$ cat src/rtl/fba_pkg.sv
package fba_pkg;

   // Bits needed to hold the values 0..max_val
   function automatic int credit_width(input int max_val);
      int w;
      w = 1;
      while ((1 << w) <= max_val) w++;
      return w;
   endfunction

   localparam int DEFAULT_URGENT_RATIO = 3;

endpackage

$ cat src/rtl/fba_eligible.sv
module fba_eligible #(
   parameter int N_NODES  = 4,
   parameter int CREDIT_W = 2
) (
   input  logic [N_NODES-1:0]  req,
   input  logic [N_NODES-1:0]  urgent,
   input  logic [N_NODES-1:0]  flag,
   input  logic [CREDIT_W-1:0] credit,
   output logic [N_NODES-1:0]  eligible
);

   logic [N_NODES-1:0] normal_ok;
   logic [N_NODES-1:0] urgent_req;
   logic               normal_waiting;
   logic               urgent_allowed;

   always_comb begin
      normal_ok      = req & ~urgent & flag;
      urgent_req     = req & urgent;
      normal_waiting = |normal_ok;
      urgent_allowed = (credit != '0) || !normal_waiting;
      eligible       = normal_ok | (urgent_allowed ? urgent_req : '0);
   end

endmodule

$ cat src/rtl/fba_lowest_pick.sv
module fba_lowest_pick #(
   parameter int N_NODES = 4
) (
   input  logic [N_NODES-1:0] cand,
   output logic [N_NODES-1:0] pick
);

   logic [N_NODES-1:0] lower_taken;

   assign lower_taken[0] = 1'b0;
   assign pick[0]        = cand[0];

   for (genvar i = 1; i < N_NODES; i++) begin : g_chain
      assign lower_taken[i] = lower_taken[i-1] | cand[i-1];
      assign pick[i]        = cand[i] & ~lower_taken[i];
   end

endmodule

$ cat src/rtl/fba_credit.sv
module fba_credit #(
   parameter int RATIO    = 3,
   parameter int CREDIT_W = 2
) (
   input  logic                clk,
   input  logic                rst_n,
   input  logic                reload,
   input  logic                spend,
   output logic [CREDIT_W-1:0] credit
);

   localparam logic [CREDIT_W-1:0] FULL = CREDIT_W'(RATIO);

   always_ff @(posedge clk or negedge rst_n) begin
      if (!rst_n) begin
         credit <= FULL;
      end else if (reload) begin
         credit <= FULL;
      end else if (spend && credit != '0) begin
         credit <= credit - 1'b1;
      end
   end

endmodule

$ cat src/rtl/fair_bus_arbiter.sv
module fair_bus_arbiter #(
   parameter int N_NODES      = 4,
   parameter int URGENT_RATIO = fba_pkg::DEFAULT_URGENT_RATIO
) (
   input  logic               clk,
   input  logic               rst_n,
   input  logic [N_NODES-1:0] req_i,
   input  logic [N_NODES-1:0] urgent_i,
   input  logic               done_i,
   output logic [N_NODES-1:0] grant_o,
   output logic               interval_reset_o
);

   localparam int CREDIT_W = fba_pkg::credit_width(URGENT_RATIO);

   if (N_NODES < 2) begin : g_bad_nodes
      $error("fair_bus_arbiter: N_NODES must be at least 2");
   end
   if (URGENT_RATIO < 1) begin : g_bad_ratio
      $error("fair_bus_arbiter: URGENT_RATIO must be at least 1");
   end

   logic [N_NODES-1:0]  grant_q;
   logic [N_NODES-1:0]  flag_q;
   logic [N_NODES-1:0]  eligible;
   logic [N_NODES-1:0]  winner;
   logic [CREDIT_W-1:0] credit;
   logic                ireset_q;
   logic                bus_free;
   logic                start_interval;
   logic                win_urgent;
   logic                win_normal;

   fba_eligible #(.N_NODES(N_NODES), .CREDIT_W(CREDIT_W)) u_elig (
      .req      (req_i),
      .urgent   (urgent_i),
      .flag     (flag_q),
      .credit   (credit),
      .eligible (eligible)
   );

   fba_lowest_pick #(.N_NODES(N_NODES)) u_pick (
      .cand (eligible),
      .pick (winner)
   );

   always_comb begin
      bus_free       = (grant_q == '0);
      start_interval = bus_free && (eligible == '0) && !(&flag_q);
      win_urgent     = bus_free && |(winner & urgent_i);
      win_normal     = bus_free && |(winner & ~urgent_i);
   end

   fba_credit #(.RATIO(URGENT_RATIO), .CREDIT_W(CREDIT_W)) u_credit (
      .clk    (clk),
      .rst_n  (rst_n),
      .reload (start_interval || win_normal),
      .spend  (win_urgent),
      .credit (credit)
   );

   // Per-node eligibility flags: set at interval start, cleared on a normal win
   for (genvar i = 0; i < N_NODES; i++) begin : g_flag
      always_ff @(posedge clk or negedge rst_n) begin
         if (!rst_n) begin
            flag_q[i] <= 1'b1;
         end else if (start_interval) begin
            flag_q[i] <= 1'b1;
         end else if (bus_free && winner[i] && !urgent_i[i]) begin
            flag_q[i] <= 1'b0;
         end
      end
   end

   always_ff @(posedge clk or negedge rst_n) begin
      if (!rst_n) begin
         grant_q  <= '0;
         ireset_q <= 1'b0;
      end else begin
         ireset_q <= start_interval;
         if (bus_free) begin
            grant_q <= winner;
         end else if (done_i) begin
            grant_q <= '0;
         end
      end
   end

   assign grant_o          = grant_q;
   assign interval_reset_o = ireset_q;

endmodule

$ cat config.mk
export PLATFORM = sky130hd
export DESIGN_NAME = fair_bus_arbiter
export DESIGN_NICKNAME = d
export VERILOG_FILES = /design/src/rtl/fba_pkg.sv /design/src/rtl/fba_eligible.sv /design/src/rtl/fba_lowest_pick.sv /design/src/rtl/fba_credit.sv /design/src/rtl/fair_bus_arbiter.sv
export SDC_FILE = /design/constraint.sdc
export NUM_CORES = 1
export LEC_CHECK = 0
export ABC_AREA = 0
export BUFFER_PORTS_ARGS = -buffer_cell sky130_fd_sc_hd__buf_2
export CORE_UTILIZATION = 45
export DETAILED_ROUTE_END_ITERATION = 8
export PLACE_DENSITY = 0.7
export SYNTH_ARGS = -nofsm -noshare
export SYNTH_HDL_FRONTEND = slang
export SYNTH_SLANG_ARGS = --single-unit
$ cat constraint.sdc
create_clock -name clk -period 1.9 [get_ports clk]
set_input_delay 0.38 -clock clk [delete_from_list [all_inputs] [get_ports clk]]
set_output_delay 0.38 -clock clk [all_outputs]
set_load 0.005 [all_outputs]
Word-level counts from Yosys, hierarchy flattened
Index checks and enable logic that the tools add are counted.
{ "classes": {"bitwise_logic": 15, "mux": 13, "n_addsub": 1, "n_reduce_logical": 34} }
{ "op_table": {"columns": ["op", "count"], "rows": [
  ["AND 4 bit", 5],
  ["nonzero test 2 bit", 7],
  ["logical AND 1 bit", 13],
  ["two-way mux 4 bit", 3],
  ["OR reduction 4 bit", 3],
  ["zero test 4 bit", 2],
  ["two-way mux 1 bit", 8],
  ["zero test 1 bit", 6],
  ["two-way mux 2 bit", 2],
  ["NOT 4 bit", 1],
  ["OR 4 bit", 1],
  ["AND reduction 4 bit", 1],
  ["AND 1 bit", 3],
  ["NOT 1 bit", 3],
  ["logical OR 1 bit", 2],
  ["OR 1 bit", 2],
  ["subtractor 2 x 1 -> 2 bit (second input constant)", 1]
]} }
{ "word_totals": {"register_bits": 11, "output_inout_bits": 5, "wordCells": 70, "inputBits": 11} }

Logic depth before layout (Yosys ltp)
{ "depth": {"word_depth": 18, "mapped_depth": 8, "depth_no_buf": 7} }

Cells and area by module
A second synthesis with hierarchy kept.
{ "unflattened": {"cells_unflattened": 78, "hier_area_um2": 734.5} }
{ "by_module_without_submodules": {"columns": ["mod", "instances", "cells_per_inst", "area_each_um2", "seq_area_each_um2"], "rows": [
  ["fair_bus_arbiter", 1, 45, 439.2, 230.2],
  ["fba_eligible", 1, 17, 136.4, 0.0],
  ["fba_credit", 1, 12, 122.6, 52.6],
  ["fba_lowest_pick", 1, 4, 36.3, 0.0]
]} }

Worst setup path before layout
Ideal clock, no wire load.
{ "synth_path": {"kind": "register to register", "startpoint": "register u_credit.credit[0]", "endpoint": "register u_credit.credit[1]", "period_less_slack_ps": 1809, "path_buffers": 1, "setup_slack_ps": 91, "required_time_ps": 1805, "arrival_time_ps": 1715, "stages_incl_launch_ff": 9, "setup_time_ps": 95, "path_cell_list": "dfstp_2 -> inv_1 -> ha_1 -> buf_2 -> nand2_1 -> o211ai_1 -> a311oi_1 -> or4_1 -> o221ai_1"} }
{ "synth_between": {"elab_chain_len": 13, "elab_cells_between_ends": 27, "classes_between": "add/sub (1); mux (3); bitwise (11); reduce/logical (12)"} }
{ "synth_lines": {"columns": ["item", "line_no", "source"], "rows": [
  ["from (decl)", "fba_credit.sv:9", "output logic [CREDIT_W-1:0] credit"],
  ["from (signal assigned)", "fba_credit.sv:20", "credit <= credit - 1'b1;"],
  ["nonzero test 2 bit", "fba_eligible.sv:21, fba_credit.sv:19", null],
  ["logical OR 1 bit", "fba_eligible.sv:21", "urgent_allowed = (credit != '0) || !normal_waiting;"],
  ["two-way mux 4 bit", "fba_eligible.sv:22", "eligible = normal_ok | (urgent_allowed ? urgent_req : '0);"],
  ["OR 4 bit", "fba_eligible.sv:22", null],
  ["OR 1 bit (2 in a row)", "fba_lowest_pick.sv:14", "assign lower_taken[i] = lower_taken[i-1] | cand[i-1];"],
  ["NOT 1 bit", "fba_lowest_pick.sv:15", "assign pick[i] = cand[i] & ~lower_taken[i];"],
  ["AND 1 bit", "fba_lowest_pick.sv:15", null],
  ["AND 4 bit (on tied branches)", "fair_bus_arbiter.sv:51, fair_bus_arbiter.sv:50", null],
  ["OR reduction 4 bit (on tied branches)", "fair_bus_arbiter.sv:51, fair_bus_arbiter.sv:50", null],
  ["logical AND 1 bit (on tied branches)", "fair_bus_arbiter.sv:51, fair_bus_arbiter.sv:50", null],
  ["logical OR 1 bit or logical AND 1 bit (tied branches)", "fair_bus_arbiter.sv:57, fba_credit.sv:19", null],
  ["two-way mux 2 bit or nonzero test 2 bit (tied branches)", null, null]
]} }
Several ways; a longest one is shown, not always the timed one. The select of a mux whose other input is x is not followed.
A chain may end at the register's enable or synchronous reset.

Worst setup path after layout
{ "layout_path": {"startpoint": "register u_credit.credit[1]", "endpoint": "register flag_q[3]"} }
{ "layout_between": {"elab_chain_len": 11, "elab_cells_between_ends": 15, "classes_between": "mux (2); bitwise (5); reduce/logical (8)"} }
{ "layout_lines": {"columns": ["item", "line_no", "source"], "rows": [
  ["nonzero test 2 bit (*)", "fba_eligible.sv:21", null],
  ["logical OR 1 bit (*)", "fba_eligible.sv:21", null],
  ["two-way mux 4 bit (*)", "fba_eligible.sv:22", null],
  ["OR 4 bit (*)", "fba_eligible.sv:22", null],
  ["OR 1 bit (2 in a row)", "fba_lowest_pick.sv:14", null],
  ["NOT 1 bit", "fba_lowest_pick.sv:15", null],
  ["AND 1 bit", "fba_lowest_pick.sv:15", null],
  ["logical AND 1 bit (2 in a row)", "fair_bus_arbiter.sv:69", "end else if (bus_free && winner[i] && !urgent_i[i]) begin"],
  ["nonzero test 2 bit (no line)", null, null],
  ["to (signal, indexed assignment)", "fair_bus_arbiter.sv:66", "flag_q[i] <= 1'b1;"],
  ["to (signal, indexed assignment)", "fair_bus_arbiter.sv:68", "flag_q[i] <= 1'b1;"],
  ["to (signal, indexed assignment)", "fair_bus_arbiter.sv:70", "flag_q[i] <= 1'b0;"],
  ["to (decl)", "fair_bus_arbiter.sv:24", "logic [N_NODES-1:0] flag_q;"]
]} }
Every way passes the cells marked *; elsewhere a longest branch is shown, timed or not.

==> parameters.txt <==
Parameter                              Value

Run status
  Result of the run ... completed

Clock tree
  Root buffer cell ... sky130_fd_sc_hd__clkbuf_4
  Worst-skew pair later-pin latency ... 270 ps
  Maximum level of the CTS H-tree ... 1
  Total CTS buffers ... 3
  CTS tree ... built
  Clock transition time at the flip-flop clock pins of the worst setup and hold paths ... approximately 70 ps
  Clock sink count ... 11
  Buffers from clock root to sink, at most ... 2

Layout
  Area of the multi-input gates ... 493.0 um2
  Post-layout instance count excluding filler cells ... 133
  Commonest cells after routing, fill and taps aside ... sky130_fd_sc_hd__nand2_1, sky130_fd_sc_hd__buf_2, sky130_fd_sc_hd__buf_4
  Fill cell count ... 143
  Antenna diode count ... 0
  Nets ... between 100 and 150
  Signed area change from the synthesized netlist to the final layout ... 24.61%
  Layout cell share with drive strength beyond 1 ... 40.17%
  Seq. cell area ... 282.8 um2

GRT
  Number of antenna violations at the first check in global routing ... 0
  Most crowded layer after global routing ... met2
  GR met1 Demand/Resource ... 33.76%
  Maximum number of pins on one net before global-route repair ... 12
  Global Route Usage Sum ... ~23%
  Via count of the first global-routing pass ... 735
  Routing usage on met2 ... 34.41%
  Global-route wire length before repair ... between 3 and 4 mm
  Global routing usage on met3 ... 6.122%
  Total grt overflow ... 0

Placement
  Final Wtd Congestion ... 0.9524
  Count of input and output buffers ... 15
  Detailed Place HPWL ... 1.531 mm
  Cells after DPL ... 127

STA
  Post-Route Setup TNS ... 0 ps
  Number of failing hold endpoints at the final stage ... 0
  Max_slew headroom ... 74.83%
  Pins Over Slew Limit ... 0
  Achievable clock frequency ... approximately 540 MHz
  Final setup violating endpoints ... 0
  Post-route clock skew ... 2.680 ps
  Slew of the pin with the lowest slew margin ... 377.5 ps
  Final clock period utilization by the worst path ... 98.32%
  Shortest clock period the worst path allows after layout ... 1868 ps
  Unrepaired setup endpoints after global routing ... yes

Pwr
  Internal power consumption ... 813.9 uW
  P per Cell Area ... 1385 nW/um2
  Combinational cell fraction of total power ... 53.3%
  Sequential share of power ... 35.2%
  Share of total power consumed by net switching ... 40.92%
  Leakage power figure ... approximately 0.45 nW
  Net switching component of the power ... roughly 560 uW
  Largest voltage drop on the vdd net ... 0.001039 V
  Power share of the clock group ... a little under an eighth

Floorplanning
  Number of placed I/O pins ... 16
  Vertical die dimension ... 44.12 um
  Die boundary width ... 44.12 um
  Area of the die ... 1946 um2
  Starting utilization of the core area ... 50.63%
  Num rows ... 14
  Core ar. ... 1577 um2

Detailed routing
  Final routed DRC violation total ... 0
  Antenna Violating Nets Remaining ... 0
  Detailed Routing Iterations Pass 1 ... 7
  Vias after detailed routing ... 816
  Average wire length per cell after detail routing ... 14.94 um
  Post-Route WL ... between 1.5 and 2 mm
  Detail-routed via count per cell ... 6.135
  Number of DRC markers in iteration 0 ... 26

Synthesis
  Primary flip-flop cell chosen by synthesis mapping ... sky130_fd_sc_hd__dfstp_2
  Sequential cell area fraction in the yosys report ... 35.42%
  Mean instance size in the synthesized netlist ... 8.677 um2
  Synth area leader ... sky130_fd_sc_hd__dfstp_2
  Number of synthesized flops with an enable pin ... 0
  Top cells by area in the synthesized netlist ... sky130_fd_sc_hd__dfstp_2, sky130_fd_sc_hd__dfrtp_1, sky130_fd_sc_hd__nand2_1
  Netlist area before placement ... 798.3 um2
  Top cell type's share of synthesized area ... 19.75%
  Synthesized flop and latch total ... 11
  Yosys Warn Count ... 0
  Number of standard cells after synthesis ... 92
  Post-synth ARST share ... 100.0%
  Mapped Nets ... 104
  Count of distinct cell types in the synthesized netlist ... 38

Critical path
  Data required time at the worst endpoint ... between 2000 and 2500 ps
  Arrival time at the worst endpoint ... approximately 2100 ps
  Kind of end point of the critical path ... register
  Setup crit start kind ... register
  Worst setup path class ... register to register
  Critical-path maximum fanout ... 5

Hold path
  Worst min-delay path category ... input pin to register

Job
  Number of max-cap violations ... 0
==> Yosys cell counts, types with 2 or more instances <==
| cell type | count |
|---|---|
| sky130_fd_sc_hd__nand2_1 | 16 |
| sky130_fd_sc_hd__inv_1 | 7 |
| sky130_fd_sc_hd__dfstp_2 | 6 |
| sky130_fd_sc_hd__dfrtp_1 | 5 |
| sky130_fd_sc_hd__o31ai_1 | 5 |
| sky130_fd_sc_hd__nor2_1 | 4 |
| sky130_fd_sc_hd__o21ai_0 | 4 |
| sky130_fd_sc_hd__nor3_1 | 3 |
| sky130_fd_sc_hd__o211ai_1 | 3 |
| sky130_fd_sc_hd__o41ai_1 | 3 |
| sky130_fd_sc_hd__or4_1 | 3 |
| sky130_fd_sc_hd__a21boi_0 | 2 |
| sky130_fd_sc_hd__a21oi_1 | 2 |
| sky130_fd_sc_hd__a31oi_1 | 2 |
| sky130_fd_sc_hd__and3b_2 | 2 |
| sky130_fd_sc_hd__buf_2 | 2 |
| sky130_fd_sc_hd__nand3b_1 | 2 |
==> sequential cells by signal, indices dropped and copies added (netlist names) <==
name	flops
flag_q	4
grant_o	4
u_credit.credit	2
interval_reset_o	1
==> through the flow <==
step / power (mW) / utilization [%] / instance area (um2) / worst slack, ps / hold slack (ps)
after global placement: 1.130 / 58.65 / 924.6 / -7.083 / 253.9
after global routing: 1.490 / 63.10 / 994.7 / -17.83 / 315.3
after detailed placement: 1.147 / 58.65 / 924.6 / 21.50 / 257.4
after CTS: 1.308 / 61.03 / 962.2 / 3.800 / 314.7
final: 1.378 / 63.10 / 994.7 / 31.99 / 317.3
after floorplan: 0.9298 / - / 798.3 / 90.73 / 84.41
==> cell families after synthesis <==
group	count (synthesis)	share of synthesized area [%]
AOI/OAI and AO/OA	32	31.35
adders and majority gates	1	1.567
buffers and inverters	10	5.957
DFF	11	35.42
and+or+nand+nor	38	25.71
==> what timing repair did <==
action | 4_1_cts | 5_1_grt
buffers inserted | 0 | 1
resized for setup | 0 | 7
hold buffers | 1 | 0
setup endpoints to repair | 0 | 8
endpoints found under the hold margin | 5 | 0
==> path summary, 6_finish.rpt <==
path                            cells after the start  slack [ps]    endpoint                from
max in group asynchronous                           2        1150   flag_q[0]               rst_n
worst min-delay path                                2         320  grant_o[1]              done_i
worst max register to register                      8          30   flag_q[3]  u_credit.credit[1]
min in group asynchronous                           2         500  grant_o[3]               rst_n
worst min register to register                      2         500   flag_q[2]           flag_q[2]
worst max-delay path                                8          30   flag_q[3]  u_credit.credit[1]
==> routing by layer <==
metal	up-vias	routed length (um)
li1	404	-
met1	390	978
met2	18	918
met3	4	68
met4	0	22
met5	-	0
==> power groups by stage <==
stage | clock (mW) | sequential, mW | combinational (mW)
floorplan | 0 | 0.454 | 0.476
global placement | 0 | 0.476 | 0.654
detailed placement | 0 | 0.479 | 0.668
CTS | 0.160 | 0.476 | 0.672
global route | 0.177 | 0.499 | 0.814
finish | 0.159 | 0.485 | 0.734
==> cell type report <==
| class | count | area share (%) |
|---|---|---|
| Multi-Input combinational cell | 71 | 49.56 |
| Clock inverter | 1 | 0.5031 |
| Sequential cell | 11 | 28.43 |
| Inverter | 7 | 2.642 |
| Timing Repair Buffer | 24 | 14.59 |
| Tap cell | 16 | 2.013 |
| Clock buffer | 3 | 2.264 |
==> worst max-delay path, stage by stage, from the launching register on <==
cell and delay [ps]:
sky130_fd_sc_hd__dfstp_2 370, sky130_fd_sc_hd__inv_2 70, sky130_fd_sc_hd__ha_4 160, sky130_fd_sc_hd__nand2_1 50
sky130_fd_sc_hd__o211ai_1 170, sky130_fd_sc_hd__buf_4 200, sky130_fd_sc_hd__nand2_2 90, sky130_fd_sc_hd__or4_4 590
sky130_fd_sc_hd__o21ai_1 100
Power figures use the tool's default switching activity.
